## config.mk

```make
export PLATFORM = sky130hd
export DESIGN_NAME = intv_timer
export DESIGN_NICKNAME = d
export VERILOG_FILES = /design/src/rtl/intv_timer_pkg.sv /design/src/rtl/intv_timer_cnt.sv /design/src/rtl/intv_timer_dp.sv /design/src/rtl/intv_timer_ctl.sv /design/src/rtl/intv_timer.sv
export SDC_FILE = /design/constraint.sdc
export NUM_CORES = 1
export LEC_CHECK = 0
export BUFFER_PORTS_ARGS = -buffer_cell sky130_fd_sc_hd__buf_4
export CAP_MARGIN = 20
export CORE_MARGIN = 3
export CORE_UTILIZATION = 40
export DETAILED_ROUTE_END_ITERATION = 12
export PLACE_DENSITY = 0.64
export SYNTH_ARGS = -nofsm -noshare
export SYNTH_HDL_FRONTEND = slang
export SYNTH_SLANG_ARGS = --single-unit
```

## constraint.sdc

```tcl
create_clock -name clk -period 4.5 [get_ports clk]
set_input_delay 1.35 -clock clk [delete_from_list [all_inputs] [get_ports clk]]
set_output_delay 1.35 -clock clk [all_outputs]
set_load 0.01 [all_outputs]
```

## src/rtl/intv_timer_pkg.sv

```systemverilog
package intv_timer_pkg;
  localparam int NUM_CNT = 3;
  localparam int BYTE_W  = 8;
  localparam int CNT_W   = 16;
  localparam int EXT_W   = CNT_W + 1;
  localparam int DIGITS  = CNT_W / 4;
  localparam int ADDR_W  = 2;
  localparam logic [ADDR_W-1:0] CTRL_ADDR = 2'd3;

  typedef enum logic [1:0] {
    ACC_LATCH = 2'b00,
    ACC_LO    = 2'b01,
    ACC_HI    = 2'b10,
    ACC_BOTH  = 2'b11
  } acc_e;

  typedef enum logic [1:0] {
    RUN_TERM   = 2'd0,
    RUN_RATE   = 2'd1,
    RUN_SQUARE = 2'd2
  } run_e;

  // strobes from the decoder to the counter bank
  typedef struct packed {
    logic [NUM_CNT-1:0] setMode;
    logic [NUM_CNT-1:0] latch;
    logic [NUM_CNT-1:0] wrByte;
    logic [NUM_CNT-1:0] rdByte;
    logic [BYTE_W-1:0]  data;
  } tmrStb_t;

  // one step down; the extended top bit is a fifth digit limited to 0/1
  function automatic logic [EXT_W-1:0] decVal(input logic [EXT_W-1:0] v, input logic bcd);
    logic [EXT_W-1:0] r;
    logic borrow;
    r = v;
    borrow = 1'b1;
    if (!bcd) begin
      r = v - 1'b1;
    end else begin
      for (int i = 0; i < DIGITS; i++) begin
        if (borrow) begin
          if (v[4*i +: 4] == 4'd0) begin
            r[4*i +: 4] = 4'd9;
          end else begin
            r[4*i +: 4] = v[4*i +: 4] - 4'd1;
            borrow = 1'b0;
          end
        end
      end
      if (borrow) r[EXT_W-1] = ~v[EXT_W-1];
    end
    if (v == '0) r[EXT_W-1] = 1'b0;
    return r;
  endfunction

  // floor of half, binary or packed BCD
  function automatic logic [EXT_W-1:0] halfVal(input logic [EXT_W-1:0] v, input logic bcd);
    logic [EXT_W-1:0] r;
    logic carry;
    logic [4:0] t;
    if (!bcd) begin
      r = v >> 1;
    end else begin
      r = '0;
      carry = v[EXT_W-1];
      for (int i = DIGITS - 1; i >= 0; i--) begin
        t = {1'b0, v[4*i +: 4]} + (carry ? 5'd10 : 5'd0);
        r[4*i +: 4] = t[4:1];
        carry = t[0];
      end
    end
    return r;
  endfunction
endpackage

```

## src/rtl/intv_timer_cnt.sv

```systemverilog
module intv_timer_cnt
  import intv_timer_pkg::*;
(
  input  logic              clk,
  input  logic              rstN,
  input  logic              tick,
  input  logic              gate,
  input  logic              setMode,
  input  logic              latchCmd,
  input  logic              wrByte,
  input  logic              rdByte,
  input  logic [BYTE_W-1:0] data,
  output logic [BYTE_W-1:0] rdVal,
  output logic              outBit
);
  localparam logic [EXT_W-1:0] ONE_X  = EXT_W'(1);
  localparam logic [EXT_W-1:0] FULL_X = {1'b1, {CNT_W{1'b0}}};

  acc_e              accQ;
  run_e              runQ;
  logic              bcdQ;
  logic              togQ;
  logic [BYTE_W-1:0] lowHold;
  logic [CNT_W-1:0]  loadVal;
  logic              loadPend;
  logic              armed;
  logic [EXT_W-1:0]  ce;
  logic              latchQ;
  logic [CNT_W-1:0]  latchVal;
  logic              outQ;

  logic [EXT_W-1:0]  eff, half, nxt;
  logic [CNT_W-1:0]  srcVal;
  logic [CNT_W-1:0]  newVal;
  logic              partial;
  run_e              runDec;

  always_comb begin
    eff    = (loadVal == '0) ? FULL_X : {1'b0, loadVal};
    half   = halfVal(eff, bcdQ);
    nxt    = decVal(ce, bcdQ);
    srcVal = latchQ ? latchVal : ce[CNT_W-1:0];
    case (accQ)
      ACC_LO:  rdVal = srcVal[BYTE_W-1:0];
      ACC_HI:  rdVal = srcVal[CNT_W-1 -: BYTE_W];
      default: rdVal = togQ ? srcVal[CNT_W-1 -: BYTE_W] : srcVal[BYTE_W-1:0];
    endcase
    partial = 1'b0;
    case (accQ)
      ACC_LO:  newVal = {{(CNT_W-BYTE_W){1'b0}}, data};
      ACC_HI:  newVal = {data, {(CNT_W-BYTE_W){1'b0}}};
      default: begin
        newVal  = {data, lowHold};
        partial = !togQ;
      end
    endcase
    case (data[3:1])
      3'b010, 3'b110: runDec = RUN_RATE;
      3'b011, 3'b111: runDec = RUN_SQUARE;
      default:        runDec = RUN_TERM;
    endcase
  end

  always_ff @(posedge clk) begin
    if (!rstN) begin
      accQ     <= ACC_BOTH;
      runQ     <= RUN_TERM;
      bcdQ     <= 1'b0;
      togQ     <= 1'b0;
      lowHold  <= '0;
      loadVal  <= '0;
      loadPend <= 1'b0;
      armed    <= 1'b0;
      ce       <= '0;
      latchQ   <= 1'b0;
      latchVal <= '0;
      outQ     <= 1'b0;
    end else begin
      if (tick && gate) begin
        if (loadPend) begin
          ce       <= eff;
          armed    <= 1'b1;
          loadPend <= 1'b0;
          outQ     <= (runQ == RUN_TERM) ? 1'b0 :
                      (runQ == RUN_RATE) ? (eff != ONE_X) : 1'b1;
        end else if (armed) begin
          case (runQ)
            RUN_RATE: begin
              if (ce == ONE_X) begin
                ce   <= eff;
                outQ <= 1'b1;
              end else begin
                ce   <= nxt;
                outQ <= (nxt != ONE_X);
              end
            end
            RUN_SQUARE: begin
              if (ce == ONE_X) begin
                ce   <= eff;
                outQ <= 1'b1;
              end else begin
                ce   <= nxt;
                outQ <= (nxt > half);
              end
            end
            default: begin
              ce   <= nxt;
              outQ <= outQ | (ce == ONE_X);
            end
          endcase
        end
      end
      if (wrByte) begin
        if (partial) begin
          lowHold <= data;
          togQ    <= 1'b1;
        end else begin
          loadVal  <= newVal;
          loadPend <= 1'b1;
          if (accQ == ACC_BOTH) togQ <= 1'b0;
          if (runQ == RUN_TERM) outQ <= 1'b0;
        end
      end
      if (rdByte) begin
        if (accQ == ACC_BOTH) togQ <= ~togQ;
        if (accQ != ACC_BOTH || togQ) latchQ <= 1'b0;
      end
      if (latchCmd && !latchQ) begin
        latchQ   <= 1'b1;
        latchVal <= ce[CNT_W-1:0];
      end
      if (setMode) begin
        accQ     <= acc_e'(data[5:4]);
        runQ     <= runDec;
        bcdQ     <= data[0];
        togQ     <= 1'b0;
        armed    <= 1'b0;
        loadPend <= 1'b0;
        outQ     <= (runDec != RUN_TERM);
      end
    end
  end

  assign outBit = outQ;
endmodule

```

## src/rtl/intv_timer_dp.sv

```systemverilog
module intv_timer_dp
  import intv_timer_pkg::*;
(
  input  logic               clk,
  input  logic               rstN,
  input  logic               tick,
  input  logic               gate2,
  input  tmrStb_t            stb,
  output logic [BYTE_W-1:0]  rdBytes [NUM_CNT],
  output logic [NUM_CNT-1:0] cntOut
);
  for (genvar i = 0; i < NUM_CNT; i++) begin : gCnt
    logic gateI;
    if (i == NUM_CNT - 1) begin : gGated
      assign gateI = gate2;
    end else begin : gFree
      assign gateI = 1'b1;
    end
    intv_timer_cnt uCnt (
      .clk     (clk),
      .rstN    (rstN),
      .tick    (tick),
      .gate    (gateI),
      .setMode (stb.setMode[i]),
      .latchCmd(stb.latch[i]),
      .wrByte  (stb.wrByte[i]),
      .rdByte  (stb.rdByte[i]),
      .data    (stb.data),
      .rdVal   (rdBytes[i]),
      .outBit  (cntOut[i])
    );
  end
endmodule

```

## src/rtl/intv_timer_ctl.sv

```systemverilog
module intv_timer_ctl
  import intv_timer_pkg::*;
(
  input  logic              clk,
  input  logic              rstN,
  input  logic              wrEn,
  input  logic              rdEn,
  input  logic [ADDR_W-1:0] addr,
  input  logic [BYTE_W-1:0] wrData,
  input  logic              auxWr,
  input  logic [1:0]        auxData,
  input  logic [BYTE_W-1:0] rdBytes [NUM_CNT],
  output tmrStb_t           stb,
  output logic [BYTE_W-1:0] rdData,
  output logic [1:0]        auxQ
);
  logic ctrlWr, rdGo;
  logic [BYTE_W-1:0] byteSel;

  assign ctrlWr = wrEn && (addr == CTRL_ADDR);
  assign rdGo   = rdEn && !wrEn;

  always_comb begin
    stb      = '0;
    stb.data = wrData;
    byteSel  = '0;
    for (int i = 0; i < NUM_CNT; i++) begin
      stb.setMode[i] = ctrlWr && (wrData[7:6] == 2'(i)) && (wrData[5:4] != ACC_LATCH);
      stb.latch[i]   = ctrlWr && (wrData[7:6] == 2'(i)) && (wrData[5:4] == ACC_LATCH);
      stb.wrByte[i]  = wrEn && (addr == 2'(i));
      stb.rdByte[i]  = rdGo && (addr == 2'(i));
      if (addr == 2'(i)) byteSel = rdBytes[i];
    end
    rdData = rdGo ? byteSel : '0;
  end

  always_ff @(posedge clk) begin
    if (!rstN)      auxQ <= 2'b00;
    else if (auxWr) auxQ <= auxData;
  end
endmodule

```

## src/rtl/intv_timer.sv

```systemverilog
module intv_timer
  import intv_timer_pkg::*;
(
  input  logic        clk,
  input  logic        rstN,
  input  logic        tick,
  input  logic        wrEn,
  input  logic        rdEn,
  input  logic [1:0]  addr,
  input  logic [7:0]  wrData,
  output logic [7:0]  rdData,
  input  logic        auxWr,
  input  logic [1:0]  auxData,
  output logic [2:0]  cntOut,
  output logic        spkOut
);
  tmrStb_t           stb;
  logic [BYTE_W-1:0] rdBytes [NUM_CNT];
  logic [1:0]        auxQ;

  intv_timer_ctl uCtl (
    .clk    (clk),
    .rstN   (rstN),
    .wrEn   (wrEn),
    .rdEn   (rdEn),
    .addr   (addr),
    .wrData (wrData),
    .auxWr  (auxWr),
    .auxData(auxData),
    .rdBytes(rdBytes),
    .stb    (stb),
    .rdData (rdData),
    .auxQ   (auxQ)
  );

  intv_timer_dp uDp (
    .clk    (clk),
    .rstN   (rstN),
    .tick   (tick),
    .gate2  (auxQ[0]),
    .stb    (stb),
    .rdBytes(rdBytes),
    .cntOut (cntOut)
  );

  assign spkOut = cntOut[NUM_CNT-1] & auxQ[1] & auxQ[0];
endmodule

```

# --- After elaboration in Yosys (flattened, before gate mapping) ---
# Index checks and enable logic that the tools add are counted.
word_totals:
  word_cells: 392
  output_inout_bits: 12
  input_bits: 18
  reg_bits: 203
op_classes:
  order_cmp: 3
  n_mux: 182
  reduce_logical: 92
  addsub: 27
  n_eq_ne: 36
  bitwise_logic: 15
op_table:
  columns: ["operator", "count"]
  rows:
  - ["17-bit 2-to-1 mux", 18]
  - ["4-bit 2-to-1 mux", 33]
  - ["1-bit 2-to-1 mux", 108]
  - ["17-bit by 1-bit inequality test with 1-bit output, second input constant", 6]
  - ["16-bit 2-to-1 mux", 6]
  - ["16-bit one-hot mux with 2 select lines", 3]
  - ["4-bit by 4-bit adder with 5-bit output", 12]
  - ["8-bit 2-to-1 mux", 7]
  - ["17-bit by 1-bit equality test with 1-bit output, second input constant", 3]
  - ["17-bit greater-than comparator", 3]
  - ["17-bit logical NOT", 3]
  - ["17-bit by 1-bit subtractor with 17-bit output, second input constant", 3]
  - ["16-bit logical NOT", 3]
  - ["4-bit logical NOT", 12]
  - ["8-bit one-hot mux with 2 select lines", 3]
  - ["4-bit by 1-bit subtractor with 4-bit output, second input constant", 12]
  - ["2-bit AND reduction", 15]
  - ["2-bit equality test, second input constant", 12]
  - ["2-bit nonzero test", 11]
  - ["2-bit OR reduction", 11]
  - ["1-bit logical AND", 21]
  - ["2-bit by 1-bit equality test with 1-bit output, second input constant", 8]
  - ["2-bit logical NOT", 6]
  - ["1-bit inverter", 10]
  - ["9 further kinds", 26]

# --- Logic depth before layout (Yosys ltp) ---
# Gate-level depths: netlist (run 1).
logic_depth:
  word_depth: 22
  mapped_depth: 18
  depth_no_buf: 16

# --- Modules after synthesis ---
# From an unflattened synthesis (run 1), not the netlist that was laid out.
unflattened:
  cells_unflattened: 1776
  hier_area_um2: 14148.6
modules_own_cells:
  columns: ["mod", "area_per_inst_um2", "seq_area_each_um2", "instances", "cells_per_inst"]
  rows:
  - ["intv_timer_cnt (uDp.gCnt[1].uCnt)", 4605.7, 1341.3, 1, 566]
  - ["intv_timer_cnt (uDp.gCnt[0].uCnt)", 4569.4, 1341.3, 1, 567]
  - ["intv_timer_cnt (uDp.gCnt[2].uCnt)", 4463.0, 1341.3, 1, 572]
  - ["intv_timer_ctl", 500.5, 40.0, 1, 69]
  - ["intv_timer", 6.3, 0.0, 1, 1]
  - ["intv_timer_dp", 3.8, 0.0, 1, 1]

# --- Worst setup path after synthesis (run 1) ---
# OpenSTA, ideal clock, no wires.
synth_path:
  path_type: "input port to output port"
  startpoint: "input port wrEn"
  endpoint: "output port rdData[1]"
  setup_slack_ns: 1.013
  required_ns: 3.150
  n_path_buf: 2
  t_arrival_ns: 2.137
  stages: 5
  cell_sequence: "clkbuf_1 nor2b_1 clkbuf_1 o21ai_0 nor2_1"
synth_between:
  elab_chain_len: 3
synth_lines:
  columns: ["element", "line_no", "text"]
  rows:
  - ["start, declared", "intv_timer.sv:7", "input logic wrEn,"]
  - ["1-bit logical NOT", "intv_timer_ctl.sv:21", "assign rdGo = rdEn && !wrEn;"]
  - ["1-bit logical AND", "intv_timer_ctl.sv:21", null]
  - ["8-bit 2-to-1 mux", "intv_timer_ctl.sv:34", "rdData = rdGo ? byteSel : '0;"]
  - ["end, declared", "intv_timer.sv:11", "output logic [7:0] rdData,"]
# No other way between the ends.

# --- Final worst setup path (run 1) ---
layout_path:
  startpoint: "register uDp.gCnt[1].uCnt.accQ[0]"
  endpoint: "output port rdData[5]"
layout_between:
  elab_chain_len: 5
  elab_cells_between_ends: 6
  classes_between: "eq/ne: 2; mux: 4"
layout_lines:
  columns: ["element", "line_no", "text"]
  rows:
  - ["start, declared", "intv_timer_cnt.sv:19", "acc_e accQ;"]
  - ["start signal, assigned", "intv_timer_cnt.sv:133", "accQ <= acc_e'(data[5:4]);"]
  - ["2-bit equality test or 2-bit by 1-bit equality test with 1-bit output (tied branches)", "intv_timer_cnt.sv:43", "case (accQ)"]
  - ["8-bit one-hot mux with 2 select lines (*)", "intv_timer_cnt.sv:43", null]
  - ["8-bit 2-to-1 mux (*) (2 in a row)", "intv_timer_ctl.sv:32", "if (addr == 2'(i)) byteSel = rdBytes[i];"]
  - ["8-bit 2-to-1 mux (*)", "intv_timer_ctl.sv:34", null]
# Mark *: on every way between the ends. The rest lies on a longest branch, timed or not.

==> impl_metrics.py, run 1 <==
metrics = {
    "die": {
        "rows": 66,
        "io_pins": 30,
        "die_h_um": 190,
        "die-width_um": 190,
        "start_util_pct": 41.2,
        "core-area_sq_um": 33000,
        "fp.dieArea_sq_um": 36200,
    },
    "clock_tree": {
        "cts_tree": "built",
        "insertion_delay_ns": 0.53,
        "hold_buffers": 0,
        "clk_pin_slew_worst_paths_ns": 0.06,
        "ctsRootBufferMaster": "clkbuf_16",
        "post_cts_buffers": 0,
        "clock_path_buffers": 3,
        "htreeDepth": 1,
        "cts_buffers": 24,
        "cts_resized": 0,
        "cts.sinks": 203,
    },
    "pwr": {
        "netSwitchingFraction_pct": 26.3,
        "power.switching_w": 0.00116,
        "p_leak_nw": 5.38,
        "internal-power_w": 0.00326,
        "power_frac_seq_pct": 42.1,
        "ir_drop_v": 0.000277,
        "p_per_area_nw_per_um2": 298,
        "total_power_w": 0.00442,
        "clkPwrFrac_pct": 46.4,
        "power_frac_comb_pct": 11.5,
    },
    "cells_and_area": {
        "nets": 1831,
        "drive_above_1_share_pct": 7.91,
        "area_growth_syn_to_layout_pct": 9.02,
        "n_antenna_cell": 0,
        "fill_cells": 3338,
    },
    "logic_synthesis": {
        "ys_warn_count": 0,
        "synth_edf_count": 0,
        "synthesis.nets": 1915,
        "netlist_area_sq_um": 13600,
        "synth_seq_cells": 203,
        "synth_ff_type": "dfxtp_1",
        "avgSynthCellArea_sq_um": 7.56,
        "async_flop_share_pct": 0,
        "syn_inst": 1798,
        "synthDistinctLibCells": 76,
        "synth_seq_area_share_pct": 29.9,
    },
    "sta": {
        "hold_ws_ns": 0.455,
        "final.setup.tns_ns": 0,
        "slew_violations": 0,
        "max_slew.worst_pin.slew_ns": 0.988,
        "final.setup_skew_ns": 0.0149,
        "slew_headroom_pct": 34.0,
        "fin_crit_ns": 4.34,
        "setup_ws_ns": 0.163,
        "finalSetupViolations": 0,
        "hold_viol": 0,
        "fmax_mhz": 231,
        "rsz0062_at_grt": "no",
        "finalCritPeriodShare_pct": 96.4,
    },
    "worst_setup_path": {
        "r2r_cells": 14,
        "critPathMaxFanout": 22,
        "start_kind": "flop",
        "r2r_slack_ns": 0.63,
        "timing.rr.end": "uDp.gCnt[0].uCnt.outBit",
        "cp-endpoint": "rdData[5]",
        "crit_start": "uDp.gCnt[1].uCnt.accQ[0]",
        "path_class": "flop to output pin",
        "cp.arrival_ns": 2.99,
        "end_kind": "output pin",
        "worstReg2RegStart": "uDp.gCnt[0].uCnt.ce[0]",
        "crit_required_ns": 3.15,
    },
    "placed_design": {
        "io_buffer_count": 29,
        "gp_congestion": 0.949,
        "dpl.hpwl_mm": 29.6,
        "dp_slack_ns": 0.619,
    },
    "route": {
        "num_vias": 12700,
        "detail-route-antenna-nets": 0,
        "drt_first_pass_iters": 8,
        "drt-total-wl_mm": 40.9,
        "drt_iter0_drc": 1142,
        "drc_errors": 0,
        "via_per_inst": 5.83,
        "wl_per_cell_um": 18.8,
    },
    "global_routing": {
        "grt_max_degree": 67,
        "grt_pass1_wl_mm": 64.6,
        "grt.overflow.total": 0,
        "grt_antenna_before_repair": 0,
        "grt_pass1_vias": 11800,
        "grtUsageTotal_pct": 21.9,
    },
    "outcome": {
        "status": "complete, no violations",
    },
    "run": {
        "cap_violations": 0,
    },
    "worst_hold_path": {
        "hp-class": "flop to flop",
    },
}
-- cells in the final DEF, fill, tap and decap left out, types with 41 or more instances in the layout --
cell type  instances
dfxtp_1          203
mux2i_1          130
o21ai_0           65
a211oi_1          41
nand3_1           51
buf_4             57
inv_1             60
nor3_1            42
ha_1              97
nor2_1           212
a21oi_1          158
nand2_1          231
-- cells in the mapped netlist (all sizes together), types with 27 or more instances --
cell type,instances,area (sq um)
mux2i,132,1320
nor3,43,220
nor2,213,802
clkbuf,146,549
o21ai,72,360
o211ai,29,218
a21oi,159,796
nand2,231,867
dfxtp,203,4060
ha,99,1240
a211oi,41,308
nand3,52,265
inv,62,233
o22ai,27,169
-- how the worst min path moves through the flow --
stage	depth (start not counted)	endpoint	start
global route	2	uDp.gCnt[2].uCnt.latchVal[14]	uDp.gCnt[2].uCnt.latchVal[14]
CTS	2	uDp.gCnt[0].uCnt.latchVal[2]	uDp.gCnt[0].uCnt.latchVal[2]
floorplan	2	uDp.gCnt[0].uCnt.latchVal[0]	uDp.gCnt[0].uCnt.latchVal[0]
finish	2	uDp.gCnt[0].uCnt.latchVal[5]	uDp.gCnt[0].uCnt.latchVal[5]
global placement	2	uDp.gCnt[2].uCnt.latchVal[13]	uDp.gCnt[2].uCnt.latchVal[13]
detailed placement	2	uDp.gCnt[0].uCnt.latchVal[2]	uDp.gCnt[0].uCnt.latchVal[2]
-- layout make-up --
cell class / instances / area (sq um) / area share, %
multi-input cells: 1364 / 8660 / 58.5
well taps: 442 / 553 / 3.73
clock buffers: 34 / 688 / 4.64
inverters: 62 / 238 / 1.60
clock inverters: 10 / 153 / 1.03
flip-flops and latches: 203 / 4060 / 27.4
repair buffers: 59 / 459 / 3.10
-- flip-flops by register name, summed over array words and instances (netlist names) --
| signal | count |
|---|---|
| uDp.gCnt.uCnt.lowHold | 24 |
| uCtl.auxQ | 2 |
| uDp.gCnt.uCnt.loadVal | 48 |
| uDp.gCnt.uCnt.latchVal | 48 |
| uDp.gCnt.uCnt.loadPend | 3 |
| uDp.gCnt.uCnt.accQ | 6 |
| uDp.gCnt.uCnt.togQ | 3 |
| uDp.gCnt.uCnt.latchQ | 3 |
| uDp.gCnt.uCnt.bcdQ | 3 |
| uDp.gCnt.uCnt.ce | 51 |
| uDp.gCnt.uCnt.armed | 3 |
| uDp.gCnt.uCnt.runQ | 6 |
| uDp.gCnt.uCnt.outBit | 3 |
-- power groups by stage --
stage          clock network [W]  logic [W]  registers [W]
3_5_place_dp                   0   0.000498        0.00190
6_report                 0.00205   0.000507        0.00186
3_3_place_gp                   0   0.000487        0.00190
5_1_grt                  0.00215   0.000566        0.00186
2_1_floorplan                  0   0.000374        0.00188
4_1_cts                  0.00209   0.000501        0.00186
-- metrics by stage --
step	util, %	std cells	cell area [sq um]
final	44.9	2174	14800
after global routing	44.9	2174	14800
after CTS	44.8	2174	14800
after detailed placement	42.3	2130	14000
after global placement	42.2	2129	14000
after floorplan	-	1798	13600
-- layer usage --
metal	global-route usage (%)	up-vias	wire length [um]
li1	-	6165	-
met1	30.9	6034	19100
met2	35.0	392	18200
met3	3.14	76	2580
met4	5.87	0	1060
met5	0	-	0
-- logic make-up after synthesis --
group | synth area share (%)
and+or+nand+nor | 22.6
AOI/OAI and AO/OA | 19.2
buffers and inverters | 6.63
DFF | 29.9
muxes | 10.6
adders and majority gates | 9.11
xor gates and xnor gates | 2.00
-- worst max-delay path, cell delays in order (launching register included) --
cell and delay [ns]:
dfxtp_1 0.37, inv_1 0.06, ha_1 0.76, o21ai_1 0.37
o22a_1 0.32, o21ai_0 0.16, and4_1 0.27, buf_4 0.14
(Power assumes the default switching activity.)
==> run 2, diff against run 1 <==
--- a/config.mk
+++ b/config.mk
@@ -8,9 +8,9 @@
 export BUFFER_PORTS_ARGS = -buffer_cell sky130_fd_sc_hd__buf_4
 export CAP_MARGIN = 20
 export CORE_MARGIN = 3
-export CORE_UTILIZATION = 40
+export CORE_UTILIZATION = 24
 export DETAILED_ROUTE_END_ITERATION = 12
-export PLACE_DENSITY = 0.64
+export PLACE_DENSITY = 0.47
 export SYNTH_ARGS = -nofsm -noshare
 export SYNTH_HDL_FRONTEND = slang
 export SYNTH_SLANG_ARGS = --single-unit
==> run 2 against run 1 <==
Compared with the run above: clock skew rose by 0.016 ns; core utilization fell by 17 points; routed wire length rose by 12%; setup slack improved by 0.045 ns; power rose by 4.7%; maximum frequency rose by 1.0%; clock power rose by 9%; hold slack barely moved; die area rose by 64%; clock-buffer cell count rose by 1; sequential power barely moved; cell area rose by 3.7%; critical endpoint is now rdData[7]; largest cell class unchanged; largest power group unchanged.
==> impl_metrics.py, run 2 (same netlist as run 1, synthesis figures left out) <==
metrics = {
    "worst_hold_path": {
        "hp-class": "flop to flop",
    },
    "placed_design": {
        "dpl.hpwl_mm": 33.2,
        "gp_congestion": 0.858,
        "io_buffer_count": 29,
    },
    "route": {
        "drt_iter0_drc": 907,
        "detail-route-antenna-nets": 0,
        "drc_errors": 0,
        "drt-total-wl_mm": 46.0,
        "wl_per_cell_um": 18.4,
        "drt_first_pass_iters": 5,
        "via_per_inst": 5.05,
        "num_vias": 12600,
    },
    "cells_and_area": {
        "nets": 1848,
        "final_cell_mix": "231 x nand2_1, 212 x nor2_1, 203 x dfxtp_1, 158 x a21oi_1, 130 x mux2i_1",
        "final_common_cell": "nand2_1",
        "largest_register_ffs": 51,
        "top_regs": "uDp.gCnt.uCnt.ce x51, uDp.gCnt.uCnt.latchVal x48, uDp.gCnt.uCnt.loadVal x48",
        "n_antenna_cell": 0,
        "drive_above_1_share_pct": 8.96,
        "area_growth_syn_to_layout_pct": 13.0,
        "top_register": "uDp.gCnt.uCnt.ce",
        "final_util_pct": 27.7,
    },
    "sta": {
        "slew_violations": 0,
        "max_slew.worst_pin.slew_ns": 0.948,
        "fmax_mhz": 233,
        "slew_headroom_pct": 36.7,
        "rsz0062_at_grt": "no",
        "fin_crit_ns": 4.29,
        "hold_viol": 0,
        "finalSetupViolations": 0,
        "final.setup_skew_ns": 0.0308,
        "finalCritPeriodShare_pct": 95.4,
        "final.setup.tns_ns": 0,
    },
    "pwr": {
        "power_frac_comb_pct": 11.3,
        "power.switching_w": 0.00128,
        "p_per_area_nw_per_um2": 302,
        "power_frac_seq_pct": 40.2,
        "p_leak_nw": 5.50,
        "internal-power_w": 0.00335,
        "clkPwrFrac_pct": 48.4,
        "netSwitchingFraction_pct": 27.6,
        "ir_drop_v": 0.000215,
    },
    "die": {
        "rows": 86,
        "die-width_um": 244,
        "start_util_pct": 24.5,
        "io_pins": 30,
        "fp.dieArea_sq_um": 59500,
        "core-area_sq_um": 55500,
        "die_h_um": 244,
    },
    "global_routing": {
        "grt_antenna_before_repair": 0,
        "grt_pass1_wl_mm": 70.9,
        "grt_max_degree": 91,
        "grt_pass1_vias": 11800,
        "grtUsageTotal_pct": 15.0,
        "grt.overflow.total": 0,
    },
    "clock_tree": {
        "clock_path_buffers": 3,
        "htreeDepth": 1,
        "ctsRootBufferMaster": "clkbuf_16",
        "insertion_delay_ns": 0.58,
        "post_cts_buffers": 0,
        "hold_buffers": 0,
        "cts_tree": "built",
        "cts.sinks": 203,
        "cts_buffers": 27,
        "clk_pin_slew_worst_paths_ns": 0.06,
        "cts_resized": 2,
    },
    "worst_setup_path": {
        "critPathSlowestCell": "ha_2",
        "path_class": "flop to output pin",
        "critPathMaxFanout": 22,
        "start_kind": "flop",
        "cp_cell_sequence": "inv_1 -> ha_2 -> mux2i_2 -> o22ai_1 -> o21ai_0 -> nor2_1 -> buf_4",
        "r2r_slack_ns": 0.64,
        "crit_required_ns": 3.15,
        "end_kind": "output pin",
        "slowest_delay_ns": 0.57,
        "cp.arrival_ns": 2.94,
    },
    "outcome": {
        "status": "complete, no violations",
    },
    "run": {
        "cap_violations": 0,
    },
}
## run 2: cell count changes in the layout (fill, tap and decap cells not counted), moves of 2 or more
cell	before	now
buf_4	57	73
clkinv_2	1	7
clkbuf_16	24	27
clkinv_4	3	0
inv_6	1	4
clkbuf_8	5	3
## run 2: path summary, 6_finish.rpt
| kind | from | to | cells past startpoint |
|---|---|---|---|
| setup / recovery | uDp.gCnt[2].uCnt.accQ[0] | rdData[7] | 7 |
| hold / removal | uDp.gCnt[0].uCnt.latchVal[8] | uDp.gCnt[0].uCnt.latchVal[8] | 2 |
| setup reg to reg | uDp.gCnt[0].uCnt.ce[0] | uDp.gCnt[0].uCnt.outBit | 14 |
| hold reg to reg | uDp.gCnt[0].uCnt.latchVal[8] | uDp.gCnt[0].uCnt.latchVal[8] | 2 |
## run 2: power groups by stage
stage	Combinational [W]	Clock, W	Sequential [W]
after CTS	0.000524	0.00231	0.00186
after detailed placement	0.000521	0	0.00190
after global routing	0.000589	0.00237	0.00187
final	0.000525	0.00224	0.00186
after floorplan	0.000374	0	0.00188
after global placement	0.000514	0	0.00190
## run 2: through the flow
step	setup WS [ns]	instances	power, W	hold WS [ns]	area, sq um
floorplan	1.01	1798	0.00225	0.436	13600
CTS	0.0650	2500	0.00469	0.456	15400
global placement	0.477	2450	0.00242	0.442	14400
detailed placement	0.495	2450	0.00242	0.449	14400
finish	0.208	2500	0.00463	0.455	15400
global route	0.0906	2500	0.00483	0.475	15400
## run 2: per-layer routing
layer / vias up / wire [um] / track usage [%] / part of all wire (%)
met3: 76 / 2500 / 2.26 / 5.4
met1: 6016 / 22800 / 21.9 / 49
met4: 0 / 1450 / 4.39 / 3.2
met2: 333 / 19300 / 22.6 / 42
met5: - / 0 / 0 / 0
li1: 6204 / - / - / -
## run 2: critical path: cells and delay by family (launching register included)
kind / cells / cell delay, ns
buffers and inverters: 2 / 0.24
AND/OR/NAND/NOR: 1 / 0.14
multiplexers: 1 / 0.48
AO/OA/AOI/OAI: 2 / 0.56
flip-flops: 1 / 0.40
adder cells (fa/ha/maj): 1 / 0.57
## run 2: layout make-up
cell class | count | area, sq um
flip-flops and latches | 203 | 4060
fillers | 6096 | 40200
repair buffers | 73 | 548
clock buffers | 35 | 736
clock inverters | 15 | 179
inverters | 62 | 238
well taps | 748 | 936
multi-input cells | 1364 | 8660
==> run 3, diff against run 2 <==
--- a/config.mk
+++ b/config.mk
@@ -10,6 +10,7 @@
 export CORE_MARGIN = 3
 export CORE_UTILIZATION = 24
 export DETAILED_ROUTE_END_ITERATION = 12
+export MAX_ROUTING_LAYER = met4
 export PLACE_DENSITY = 0.47
 export SYNTH_ARGS = -nofsm -noshare
 export SYNTH_HDL_FRONTEND = slang
==> constraint.sdc (replaced) <==
create_clock -name clk -period 4.5 [get_ports clk]
set_input_delay 0.9 -clock clk [delete_from_list [all_inputs] [get_ports clk]]
set_output_delay 0.9 -clock clk [all_outputs]
set_load 0.01 [all_outputs]
==> run 3 against run 2 <==
Compared with the run above: clock skew is 0.015 ns lower; critical path depth is 2 higher; via count is 0.89% lower; critical endpoint is now rdData[4].
==> impl_metrics.py, run 3 (same netlist as run 1, synthesis figures left out) <==
metrics = {
    "pwr": {
        "p_per_area_nw_per_um2": 301,
        "total_power_w": 0.00458,
        "p_leak_nw": 5.41,
        "ir_drop_v": 0.000236,
    },
    "route": {
        "num_vias": 12500,
        "wl_per_cell_um": 17.9,
        "detail-route-antenna-nets": 0,
        "drc_errors": 0,
        "drt_first_pass_iters": 5,
        "drt-total-wl_mm": 44.3,
        "drt_iter0_drc": 977,
        "via_per_inst": 5.04,
    },
    "sta": {
        "hold_viol": 0,
        "finalSetupViolations": 0,
        "rsz0062_at_grt": "no",
        "fmax_mhz": 248,
        "slew_headroom_pct": 31.7,
        "final.setup_skew_ns": 0.0162,
        "slew_violations": 0,
        "final.setup.tns_ns": 0,
        "fin_crit_ns": 4.03,
        "max_slew.worst_pin.slew_ns": 1.02,
        "hold_ws_ns": 0.453,
        "finalCritPeriodShare_pct": 89.6,
    },
    "global_routing": {
        "grt_antenna_before_repair": 4,
        "grt_pass1_vias": 12000,
        "grt.overflow.total": 0,
        "grt_max_degree": 79,
        "grtUsageTotal_pct": 14.9,
        "grt_pass1_wl_mm": 69.8,
    },
    "clock_tree": {
        "clk_pin_slew_worst_paths_ns": 0.06,
        "cts_tree": "built",
        "clock_path_buffers": 3,
        "hold_buffers": 0,
        "cts.sinks": 203,
        "insertion_delay_ns": 0.55,
        "ctsRootBufferMaster": "clkbuf_16",
        "post_cts_buffers": 0,
        "cts_buffers": 26,
        "htreeDepth": 1,
        "cts_resized": 0,
    },
    "worst_setup_path": {
        "cp.arrival_ns": 3.13,
        "slowest_delay_ns": 0.67,
        "cp_cell_sequence": "inv_1 -> ha_1 -> o21ai_1 -> o22ai_1 -> nor2_1 -> nor2_1 -> a21oi_1 -> nor2_1 -> buf_4",
        "crit_required_ns": 3.60,
        "start_kind": "flop",
        "path_class": "flop to output pin",
        "cpLargestDelayFamily": "compound AO/OA/AOI/OAI gates",
        "critPathSlowestCell": "o21ai_1",
        "timing.critical_path.mode_cell": "nor2_1",
        "crit_buf_inv": 2,
        "critPathMaxFanout": 22,
        "end_kind": "output pin",
    },
    "cells_and_area": {
        "final_common_cell": "nand2_1",
        "top_register": "uDp.gCnt.uCnt.ce",
        "final_area_sq_um": 15200,
        "largest_register_ffs": 51,
        "final_util_pct": 27.4,
        "drive_above_1_share_pct": 7.75,
        "nets": 1829,
        "area_growth_syn_to_layout_pct": 12.0,
        "final_cell_mix": "231 x nand2_1, 212 x nor2_1, 203 x dfxtp_1, 158 x a21oi_1, 132 x mux2i_1",
        "top_regs": "uDp.gCnt.uCnt.ce x51, uDp.gCnt.uCnt.latchVal x48, uDp.gCnt.uCnt.loadVal x48",
    },
    "placed_design": {
        "io_buffer_count": 29,
        "dpl_cell_area_sq_um": 14300,
        "dpl.hpwl_mm": 32.3,
        "gp_congestion": 0.891,
    },
    "die": {
        "start_util_pct": 24.5,
        "rows": 86,
        "io_pins": 30,
        "die-width_um": 244,
        "die_h_um": 244,
        "fp.dieArea_sq_um": 59500,
        "core-area_sq_um": 55500,
    },
    "worst_hold_path": {
        "hp-class": "flop to flop",
    },
    "run": {
        "cap_violations": 0,
    },
    "outcome": {
        "status": "complete, no violations",
    },
}
-- run 3: cell count changes in the layout (fill, tap and decap cells not counted), moves of 2 or more --
cell | previous run | this run
ha_1 | 97 | 99
ha_2 | 2 | 0
diode_2 | 0 | 4
mux2i_1 | 130 | 132
clkbuf_1 | 5 | 2
mux2i_2 | 2 | 0
buf_4 | 73 | 54
clkbuf_8 | 3 | 5
-- run 3: report_power, final --
group          internal [W]  total, W  leakage (nW)  switching [W]
clock               0.00134   0.00221         0.446       0.000862
sequential          0.00182   0.00186          1.64      0.0000417
combinational      0.000192  0.000514          3.33       0.000322
-- run 3: area by class of cell --
| class | instances | area (sq um) |
|---|---|---|
| Sequential cell | 203 | 4060 |
| Inverter | 62 | 238 |
| Antenna cell | 4 | 10.0 |
| Tap cell | 748 | 936 |
| Timing Repair Buffer | 55 | 425 |
| Multi-Input combinational cell | 1364 | 8650 |
| Clock buffer | 34 | 752 |
| Fill cell | 6134 | 40300 |
| Clock inverter | 12 | 145 |
-- run 3: final timing paths --
path                                      from                            to  slack [ns]  depth (start not counted)
setup / recovery      uDp.gCnt[0].uCnt.accQ[0]                     rdData[4]        0.47                          9
hold / removal    uDp.gCnt[0].uCnt.latchVal[1]  uDp.gCnt[0].uCnt.latchVal[1]        0.45                          2
setup reg to reg        uDp.gCnt[1].uCnt.ce[0]       uDp.gCnt[1].uCnt.outBit        0.77                         15
hold reg to reg   uDp.gCnt[0].uCnt.latchVal[1]  uDp.gCnt[0].uCnt.latchVal[1]        0.45                          2
-- run 3: metal layers --
metal	track usage (%)	share of wire [%]	wire length, um
met1	21.3	50	22200
met2	22.2	43	18900
met3	2.42	5.5	2420
met4	3.09	2.0	873
met5	-	0	0
-- run 3: through the flow --
step                      instances  worst slack (ns)
after floorplan                1798              1.17
after global placement         2432             0.921
after detailed placement       2432             0.851
after CTS                      2478             0.477
after global routing           2482             0.227
final                          2482             0.467
-- run 3: tightest hold or removal path: cells and delay by family, from the launching register on --
kind	cells	cell delay [ns]
AOI/OAI and AO/OA	1	0.05
and+or+nand+nor	1	0.05
DFF	1	0.31
